<file path="src/rtl/quad_pos_tracker.sv">
module quad_pos_tracker #(
  parameter int W = 8
) (
  input  logic         clk,
  input  logic         rst_n,
  input  logic         tick,
  input  logic         en,
  input  logic         in_i,
  input  logic         in_q,
  input  logic         stat_rd,
  output logic [W-1:0] pos,
  output logic [1:0]   stat,
  output logic         irq
);
  localparam logic [W-1:0] TOP = {W{1'b1}};

  logic [1:0] smp, filt, base_q;
  logic       wrap_up, wrap_dn;
  wire  [1:0] raw = {in_i, in_q};

  function automatic logic [1:0] phase_idx(input logic [1:0] s);
    return {s[0], s[1] ^ s[0]};
  endfunction

  wire [1:0] delta   = phase_idx(filt) - phase_idx(base_q);
  wire       step_up = en && (delta == 2'd1);
  wire       step_dn = en && (delta == 2'd3);

  assign wrap_up = step_up && (pos == TOP);
  assign wrap_dn = step_dn && (pos == '0);
  assign irq     = |stat;

  always_ff @(posedge clk or negedge rst_n) begin
    if (!rst_n) begin
      smp    <= '0;
      filt   <= '0;
      base_q <= '0;
      pos    <= '0;
      stat   <= '0;
    end else begin
      if (tick) begin
        smp <= raw;
        for (int b = 0; b < 2; b++)
          if (raw[b] == smp[b]) filt[b] <= raw[b];
      end
      base_q <= filt;
      if (step_up)      pos <= pos + 1'b1;
      else if (step_dn) pos <= pos - 1'b1;
      stat[0] <= (stat[0] & ~stat_rd) | wrap_up;
      stat[1] <= (stat[1] & ~stat_rd) | wrap_dn;
    end
  end
endmodule


</file>
<file path="config.mk">
export PLATFORM = sky130hd
export DESIGN_NAME = quad_pos_tracker
export DESIGN_NICKNAME = d
export VERILOG_FILES = /design/src/rtl/quad_pos_tracker.sv
export SDC_FILE = /design/constraint.sdc
export NUM_CORES = 1
export LEC_CHECK = 0
export BUFFER_PORTS_ARGS = -buffer_cell sky130_fd_sc_hd__clkbuf_2
export CORE_MARGIN = 1
export CORE_UTILIZATION = 39
export CTS_CLUSTER_SIZE = 8
export DETAILED_ROUTE_END_ITERATION = 12
export GPL_ROUTABILITY_DRIVEN = 0
export PLACE_DENSITY = 0.57
export SLEW_MARGIN = 20
export SYNTH_ARGS = -nofsm -noshare
export SYNTH_HDL_FRONTEND = slang
export SYNTH_SLANG_ARGS = --single-unit
</file>
<file path="constraint.sdc">
create_clock -name clk -period 3.15 [get_ports clk]
set_input_delay 0.1575 -clock clk [delete_from_list [all_inputs] [get_ports clk]]
set_output_delay 0.1575 -clock clk [all_outputs]
set_load 0.02 [all_outputs]
</file>
==> impl_metrics.env <==
export IMPL_ir_drop_mv=0.519
export IMPL_insertion_delay_ns=0.28
export IMPL_synthDistinctLibCells=31
export IMPL_nNetsFinal=129
export IMPL_crit_required_ns=3.32
export IMPL_vias_per_cell=5.26
export IMPL_setup_violations=0
export IMPL_initial_core_util_pct=42.2
export IMPL_antenna_found_initial=0
export IMPL_die_height_um=51.4
export IMPL_diodes=0
export IMPL_dr_wl_met2_um=797
export IMPL_synth_cells=92
export IMPL_cts_buffers=3
export IMPL_yosysSeqAreaShare_pct=42.0
export IMPL_cts_root_buf="clkbuf_4"
export IMPL_wl_met1_um=936
export IMPL_most_common_layout_cells="clkbuf_2, dfrtp_1, nand2_1, a21oi_1, ha_1"
export IMPL_max_freq_ghz=0.350
export IMPL_grt_max_degree=17
export IMPL_die_w_um=51.4
export IMPL_area_growth_pct=15.9
export IMPL_avgSynthCellArea_um2=10.3
export IMPL_fin_skew_ns=0.00109
export IMPL_clkTransAtPathRegs_ns=0.09
export IMPL_drt_total_wl_mm=1.84
export IMPL_maxCapViolations=0
export IMPL_status="completed"
export IMPL_dp_hpwl_mm=1.34
export IMPL_p_leak_nw=0.513
export IMPL_ant_nets=0
export IMPL_power_density_nw_per_um2=1090
export IMPL_place_ws_ns=0.257
export IMPL_finalSetupTns_ns=0
export IMPL_tightest_slew_ns=0.534
export IMPL_ff_latch_area_um2=400
export IMPL_grt_pass1_vias=710
export IMPL_slew_violations=0
export IMPL_crit_type="register to register"
export IMPL_rows=17
export IMPL_path_cells="xnor2_1 -> ha_1 -> xor2_1 -> xnor2_1 -> nand2_2 -> fa_1 -> a21o_1 -> a21o_2 -> a21oi_1 -> or4b_1 -> nand3_1"
export IMPL_cts_tree="yes"
export IMPL_cp_start_kind="register"
export IMPL_slowest_stage="fa_1"
export IMPL_period_needed_ns=2.86
export IMPL_post_route_util_pct=48.9
export IMPL_met3_length_um=92
export IMPL_dr_max_layer_used="met4"
export IMPL_crit_path_end_kind="register"
export IMPL_drt_iter0_markers=13
export IMPL_wl_per_cell_um=13.2
export IMPL_drt_pass1_iterations=4
export IMPL_slew_headroom_pct=64.4
export IMPL_yosysWarningCount=0
export IMPL_period_share_pct=90.7
export IMPL_ios=18
export IMPL_rsz0062_at_grt="no"
export IMPL_vias=737
export IMPL_final_common_cell="clkbuf_2"
export IMPL_rr_worst_depth=11
export IMPL_grt_pass1_wl_mm=3.21
export IMPL_synth_area_um2=952
export IMPL_slowest_delay_ns=0.45
export IMPL_synth_seq_cells=16
export IMPL_cp_max_fo=9
export IMPL_port_buffers=17
export IMPL_drc=0
export IMPL_cpMostUsedCell="xnor2_1"
export IMPL_syn_nets=107
export IMPL_clk_path_buf_depth=2
export IMPL_post_cts_repair_setup_buffers=0
export IMPL_grt_overflow_total=0
export IMPL_min_path_type="input port to register"
export IMPL_die_area_um2=2640
export IMPL_final_hold_viol_count=0
export IMPL_cts_sinks=16
export IMPL_crit_arrival_ns=3.02
export IMPL_multi_input_area_um2=543
export IMPL_drive_gt1_share_pct=24.1
export IMPL_hold_depth=2
export IMPL_grt_usage_pct=17.0
export IMPL_p_total_w=0.00121
export IMPL_cts_max_level=1
export IMPL_fillers=218
export IMPL_core_area_um2=2250
export IMPL_setup_slack_ns=0.295
==> sequential cells by signal, summed over array words and instances, names as in the netlist <==
| name | flops |
|---|---|
| smp | 2 |
| filt | 2 |
| pos | 8 |
| stat | 2 |
| base_q | 2 |
==> critical path: cells and delay by family (launching register included) <==
kind	cells	cell delay (ns)
fa+ha+maj	2	0.66
compound gates	3	0.64
xor+xnor	3	0.56
flops	1	0.44
simple gates	3	0.42
==> report_power, final <==
| part | internal [W] | switching [W] | total (W) |
|---|---|---|---|
| logic | 0.000331 | 0.000402 | 0.000734 |
| registers | 0.000271 | 0.0000944 | 0.000365 |
| clock network | 0.0000443 | 0.0000624 | 0.000107 |
| total | 0.000646 | 0.000559 | 0.00121 |
==> Yosys cell counts (all sizes together) <==
cell / instances / area, um2
o21ai: 5 / 25.0
mux2: 2 / 22.5
nor4b: 1 / 8.76
dfrtp: 16 / 400
clkbuf: 1 / 3.75
o22ai: 1 / 6.26
nor2: 2 / 7.51
o21bai: 2 / 15.0
nand4b: 1 / 8.76
xor2: 5 / 43.8
a211oi: 3 / 27.5
mux2i: 1 / 10.0
nor3b: 1 / 7.51
nand2b: 4 / 32.5
fa: 1 / 20.0
nand3: 3 / 15.0
xnor2: 5 / 43.8
a21o: 3 / 23.8
and2b: 1 / 8.76
nand4: 2 / 12.5
nor4: 2 / 12.5
ha: 7 / 87.6
nor3: 1 / 5.00
inv: 2 / 7.51
o32ai: 1 / 8.76
a21oi: 8 / 40.0
or4b: 1 / 10.0
nand2: 10 / 37.5
==> cells by family (layout without fill, tap and decap cells) <==
family,count (synthesis),count (layout),synth area share (%)
AO/OA/AOI/OAI,23,23,15.4
XOR/XNOR,10,10,9.20
flip-flops,16,16,42.0
adder cells (fa/ha/maj),8,8,11.3
AND/OR/NAND/NOR,29,29,17.5
multiplexers,3,3,3.42
buffers and inverters,3,23,1.18
==> metal layers <==
layer	track usage, %	vias up
met4	5.41	0
met5	0	-
met2	25.5	19
met3	5.65	2
li1	-	377
met1	22.9	339
==> timing repair <==
item	CTS	global route
hold buffers	1	0
setup endpoints to repair	0	2
hold endpoints to repair	16	0
gates resized for setup	0	1
==> per-stage QoR <==
stage / std cells / cell area [um2] / hold slack [ns]
after floorplan: 92 / 952 / -0.138
after global placement: 136 / 1070 / 0.109
after CTS: 140 / 1100 / 0.0681
final: 140 / 1100 / 0.0751
after global routing: 140 / 1100 / 0.0693
after detailed placement: 136 / 1070 / 0.113
==> worst paths after layout <==
| kind | startpoint | to | slack [ns] |
|---|---|---|---|
| worst max-delay path | filt[0] | pos[6] | 0.29 |
| max in group asynchronous | rst_n | pos[1] | 2.52 |
| worst max register to register | filt[0] | pos[6] | 0.29 |
| worst min-delay path | stat_rd | stat[1] | 0.08 |
| worst min register to register | filt[1] | base_q[1] | 0.48 |
| min in group asynchronous | rst_n | pos[6] | 0.33 |
==> final cells by class <==
class	instances	share of cell area, %
clock buffers	3	2.04
inverters	2	0.680
multi-input cells	73	49.2
flip-flops and latches	16	36.3
well taps	28	3.17
repair buffers	18	8.62
(Power assumes the default switching activity.)
